**src/rtl/fpe_pkg.sv**
```systemverilog
package fpe_pkg;
  typedef enum logic {
    SRC_PIN = 1'b0,
    SRC_CMP = 1'b1
  } fpe_src_e;

  localparam int FPE_SYNC_STAGES = 2;
  localparam int FPE_FILT_LEN    = 4;
endpackage

```
**src/rtl/fpe_sync.sv**
```systemverilog
module fpe_sync #(
  parameter int STAGES = 2
) (
  input  logic clk_i,
  input  logic rst_ni,
  input  logic async_i,
  output logic sync_o
);
  logic [STAGES-1:0] chain_q;

  always_ff @(posedge clk_i or negedge rst_ni) begin
    if (!rst_ni) chain_q[0] <= 1'b0;
    else         chain_q[0] <= async_i;
  end

  for (genvar g = 1; g < STAGES; g++) begin : g_stage
    always_ff @(posedge clk_i or negedge rst_ni) begin
      if (!rst_ni) chain_q[g] <= 1'b0;
      else         chain_q[g] <= chain_q[g-1];
    end
  end

  assign sync_o = chain_q[STAGES-1];
endmodule

```
**src/rtl/fpe_filter.sv**
```systemverilog
module fpe_filter #(
  parameter int LEN = 4
) (
  input  logic clk_i,
  input  logic rst_ni,
  input  logic en_i,
  input  logic raw_i,
  output logic lvl_o
);
  localparam int CW = (LEN > 1) ? $clog2(LEN) : 1;
  localparam logic [CW-1:0] LAST = CW'(LEN - 1);

  logic [CW-1:0] run_q;
  logic          held_q;

  always_ff @(posedge clk_i or negedge rst_ni) begin
    if (!rst_ni) begin
      run_q  <= '0;
      held_q <= 1'b0;
    end else if (raw_i == held_q) begin
      run_q <= '0;
    end else if (run_q == LAST) begin
      run_q  <= '0;
      held_q <= raw_i;
    end else begin
      run_q <= run_q + 1'b1;
    end
  end

  assign lvl_o = en_i ? held_q : raw_i;
endmodule

```
**src/rtl/fpe_edge.sv**
```systemverilog
module fpe_edge (
  input  logic clk_i,
  input  logic rst_ni,
  input  logic lvl_i,
  input  logic rise_i,
  output logic evt_o
);
  logic prev_q;

  always_ff @(posedge clk_i or negedge rst_ni) begin
    if (!rst_ni) prev_q <= 1'b0;
    else         prev_q <= lvl_i;
  end

  always_comb begin
    if (rise_i) evt_o = lvl_i & ~prev_q;
    else        evt_o = ~lvl_i & prev_q;
  end
endmodule

```
**src/rtl/fpe_flag.sv**
```systemverilog
module fpe_flag (
  input  logic clk_i,
  input  logic rst_ni,
  input  logic evt_i,
  input  logic ack_i,
  input  logic wr_i,
  input  logic wdata_i,
  output logic flag_o
);
  logic wclr_q;
  logic flag_q;

  always_ff @(posedge clk_i or negedge rst_ni) begin
    if (!rst_ni) wclr_q <= 1'b0;
    else         wclr_q <= wr_i & wdata_i;
  end

  always_ff @(posedge clk_i or negedge rst_ni) begin
    if (!rst_ni)                flag_q <= 1'b0;
    else if (evt_i)             flag_q <= 1'b1;
    else if (ack_i || wclr_q)   flag_q <= 1'b0;
  end

  assign flag_o = flag_q;
endmodule

```
**src/rtl/fpe_unit.sv**
```systemverilog
module fpe_unit
  import fpe_pkg::*;
#(
  parameter int SYNC_STAGES = FPE_SYNC_STAGES,
  parameter int FILT_LEN    = FPE_FILT_LEN
) (
  input  logic clk_i,
  input  logic rst_ni,
  input  logic fault_pin_i,
  input  logic cmp_out_i,
  input  logic src_sel_i,
  input  logic filt_en_i,
  input  logic edge_rise_i,
  input  logic gie_i,
  input  logic fie_i,
  input  logic clr_wr_i,
  input  logic clr_data_i,
  input  logic irq_ack_i,
  output logic flag_o,
  output logic irq_o
);
  fpe_src_e src_w;
  logic     raw_w;
  logic     sync_w;
  logic     lvl_w;
  logic     evt_w;

  assign src_w = fpe_src_e'(src_sel_i);
  assign raw_w = (src_w == SRC_CMP) ? cmp_out_i : fault_pin_i;

  fpe_sync #(.STAGES(SYNC_STAGES)) u_sync (
    .clk_i  (clk_i),
    .rst_ni (rst_ni),
    .async_i(raw_w),
    .sync_o (sync_w)
  );

  fpe_filter #(.LEN(FILT_LEN)) u_filt (
    .clk_i (clk_i),
    .rst_ni(rst_ni),
    .en_i  (filt_en_i),
    .raw_i (sync_w),
    .lvl_o (lvl_w)
  );

  fpe_edge u_edge (
    .clk_i (clk_i),
    .rst_ni(rst_ni),
    .lvl_i (lvl_w),
    .rise_i(edge_rise_i),
    .evt_o (evt_w)
  );

  fpe_flag u_flag (
    .clk_i  (clk_i),
    .rst_ni (rst_ni),
    .evt_i  (evt_w),
    .ack_i  (irq_ack_i),
    .wr_i   (clr_wr_i),
    .wdata_i(clr_data_i),
    .flag_o (flag_o)
  );

  assign irq_o = gie_i & fie_i & flag_o;
endmodule

```
**config.mk**
```make
export PLATFORM = sky130hd
export DESIGN_NAME = fpe_unit
export DESIGN_NICKNAME = d
export VERILOG_FILES = /design/src/rtl/fpe_pkg.sv /design/src/rtl/fpe_sync.sv /design/src/rtl/fpe_filter.sv /design/src/rtl/fpe_edge.sv /design/src/rtl/fpe_flag.sv /design/src/rtl/fpe_unit.sv
export SDC_FILE = /design/constraint.sdc
export NUM_CORES = 1
export LEC_CHECK = 0
export BUFFER_PORTS_ARGS = -buffer_cell sky130_fd_sc_hd__buf_2
export CELL_PAD_IN_SITES_DETAIL_PLACEMENT = 1
export CELL_PAD_IN_SITES_GLOBAL_PLACEMENT = 1
export CORE_AREA = 2 2 39 41
export CTS_CLUSTER_DIAMETER = 60
export DETAILED_ROUTE_END_ITERATION = 12
export DIE_AREA = 0 0 41 43
export HOLD_SLACK_MARGIN = 0.02
export MAX_ROUTING_LAYER = met4
export PLACE_DENSITY_LB_ADDON = 0.1
export SKIP_LAST_GASP = 1
export SYNTH_ARGS = -nofsm -noshare
export SYNTH_HDL_FRONTEND = slang
export SYNTH_SLANG_ARGS = --single-unit
```
**constraint.sdc**
```tcl
create_clock -name clk_i -period 2.3 [get_ports clk_i]
set_clock_uncertainty 0.05 [all_clocks]
set_input_delay 0.115 -clock clk_i [delete_from_list [all_inputs] [get_ports clk_i]]
set_output_delay 0.115 -clock clk_i [all_outputs]
set_load 0.005 [all_outputs]
```
==> flow_metrics.tcl <==
set metrics [dict create \
    yosysWarnings 0 \
    fin_crit_sh 0.586 \
    max_slew.worst_pin.slew_ns 0.177 \
    viasPerCell 4.14 \
    layout_min_cycle_time_ns 1.35 \
    htreeDepth 1 \
    numPortBuffers 13 \
    crit_required_ns 2.38 \
    numCtsBuffers 3 \
    outcome "finished clean" \
    diodes 0 \
    reg2reg_slack_ns 1.26 \
    max-slew-margin-rel 0.882 \
    die_area_um2 1760 \
    finalHoldViolations 0 \
    cts_tree "built" \
    numClockSinks 8 \
    worstSetupStartpointType "input port" \
    nets 56 \
    routabilityCongestion 0.622 \
    fillerInstances 163 \
    vias 236 \
    worstHoldStart "cmp_out_i" \
    synth.cell_area_um2 323 \
    clkSlewWorstSetupHoldPaths_ns 0.05 \
    antenna_found_initial 0 \
    drtIter0Drc 0 \
    reg2reg_depth 3 \
    die_h_um 43 \
    r2r-end "u_flag.flag_o" \
    die_w_um 41 \
    drc_errors 0 \
    start_util 0.233 \
    cp-end-kind "flip-flop" \
    whs_ns 0.0438 \
    synthesis.nets 35 \
    core_area_um2 1380 \
    ioPinCount 14 \
    grt_overflow 0 \
    min_path_type "in -> reg" \
    worstSetupPathType "in -> reg" \
    powerDensity_nw_per_um2 896 \
    setup_ws_ns 0.953 \
    synth-seq-cells 8 \
    post_drt_wl_per_cell_um 11.0 \
    grt_start_max_net_pins 9 \
    yosysSeqAreaShare 0.620 \
    tns_ns 0 \
    crit_path_max_fanout 1 \
    grt_usage 0.103 \
    insertion_delay_ns 0.25 \
    fmax_mhz 742 \
    hold_path_depth 2 \
    setup_viol 0 \
    synthDistinctLibCells 13 \
    rr_startpoint "u_sync.sync_o" \
    antenna_left 0 \
    rsz0062_at_grt "false" \
    ir_drop_uv 252 \
    clk_path_buf_depth 2 \
    cts_setup_buffers 0 \
    postRouteWirelength_um 628 \
    dpl_worst_slack_ns 1.25 \
    grt_pass1_vias 290 \
    rows 14 \
    syn_inst 22 \
    whs_endpoint "u_sync.chain_q[0]" \
    maxCapViolations 0 \
    arrival_ns 1.43 \
    area_delta_synth_final_pct 42.6 \
    drive_gt1_frac 0.512 \
    drt_pass1_iterations 1 \
    p_leak_uw 0.000240 \
    cts-root-buf "clkbuf_4" \
    final_max_slew_viol_count 0 \
    grt_pass1_wl_um 1100 \
    postSynthAreaPerCell_um2 14.7 \
]
[flip-flops by register name (all words and copies together) (netlist names)]
register        flops
u_sync.chain_q      1
u_flag.wclr_q       1
u_sync.sync_o       1
u_filt.held_q       1
u_flag.flag_o       1
u_edge.prev_q       1
u_filt.run_q        2
[worst max-delay path by stage]
stage	from	cells after the start	endpoint
after detailed placement	u_sync.sync_o	3	u_flag.flag_o
after global routing	clr_data_i	4	u_flag.wclr_q
after global placement	u_sync.sync_o	3	u_flag.flag_o
after CTS	clr_data_i	4	u_flag.wclr_q
after floorplan	u_sync.sync_o	3	u_flag.flag_o
final	clr_data_i	4	u_flag.wclr_q
[cells in the final DEF (no fill, tap or decap), drive strengths merged]
cell type	count
nand3b	1
xor2	1
and2	2
dfrtp	8
mux2	3
dlygate4sd3	3
nand2b	1
buf	13
nor2	1
clkbuf	3
and3	1
nor3b	1
ha	1
o211ai	1
nand2	1
[synthesized netlist by cell type]
library cell / count / area share
mux2_2: 2 / 0.070
xor2_1: 1 / 0.027
ha_1: 1 / 0.039
nand2_1: 1 / 0.012
and3_1: 1 / 0.019
nand3b_2: 1 / 0.035
o211ai_2: 1 / 0.039
nor3b_1: 1 / 0.023
nor2_1: 1 / 0.012
dfrtp_1: 8 / 0.62
nand2b_1: 1 / 0.019
and2_1: 2 / 0.039
mux2_4: 1 / 0.046
[repair_timing]
item,CTS,global route
endpoints found under the hold margin,9,0
hold buffers,3,0
resized for setup,0,0
[power by group]
group / total [uW] / switching, uW / internal (uW) / leakage [uW]
clock: 108 / 47.8 / 59.7 / 0.0000138
sequential: 201 / 22.0 / 180 / 0.0000985
combinational: 103 / 40.1 / 63.4 / 0.000127
total: 412 / 110 / 303 / 0.000240
[worst max-delay path: stages]
cell and delay, ns:
dlygate4sd3_1 0.53, buf_2 0.12, and2_1 0.12, dlygate4sd3_1 0.55
[layout make-up]
cell class                      instances  area (um^2)  share of cell area
Clock buffer                            3         22.5              0.0489
Multi-Input combinational cell         14          123               0.266
Sequential cell                         8          200               0.435
Tap cell                               16         20.0              0.0435
Timing Repair Buffer                   16         95.1               0.207
[per-stage QoR]
stage	power, uW	instances	instance area, um^2	util
4_1_cts	426	57	460	0.333
3_5_place_dp	308	51	408	0.295
2_1_floorplan	267	22	323	-
3_3_place_gp	297	51	408	0.295
5_1_grt	451	57	460	0.333
6_report	412	57	460	0.333
[cells by family (layout without fill, tap and decap cells)]
logic type | after synthesis | count (layout) | share of synthesized area
XOR/XNOR | 1 | 1 | 0.0271
flip-flops | 8 | 8 | 0.620
AND/OR/NAND/NOR | 8 | 8 | 0.159
buffers and inverters | 0 | 19 | 0
adder cells (fa/ha/maj) | 1 | 1 | 0.0388
AO/OA/AOI/OAI | 1 | 1 | 0.0388
multiplexers | 3 | 3 | 0.116
[metal layers]
metal	up-vias	global-route usage	routed length (um)
li1	114	-	-
met1	112	0.0836	224
met2	10	0.166	349
met3	0	0.0314	53
met4	0	0.100	0
met5	-	-	0
Power figures use the tool's default switching activity.
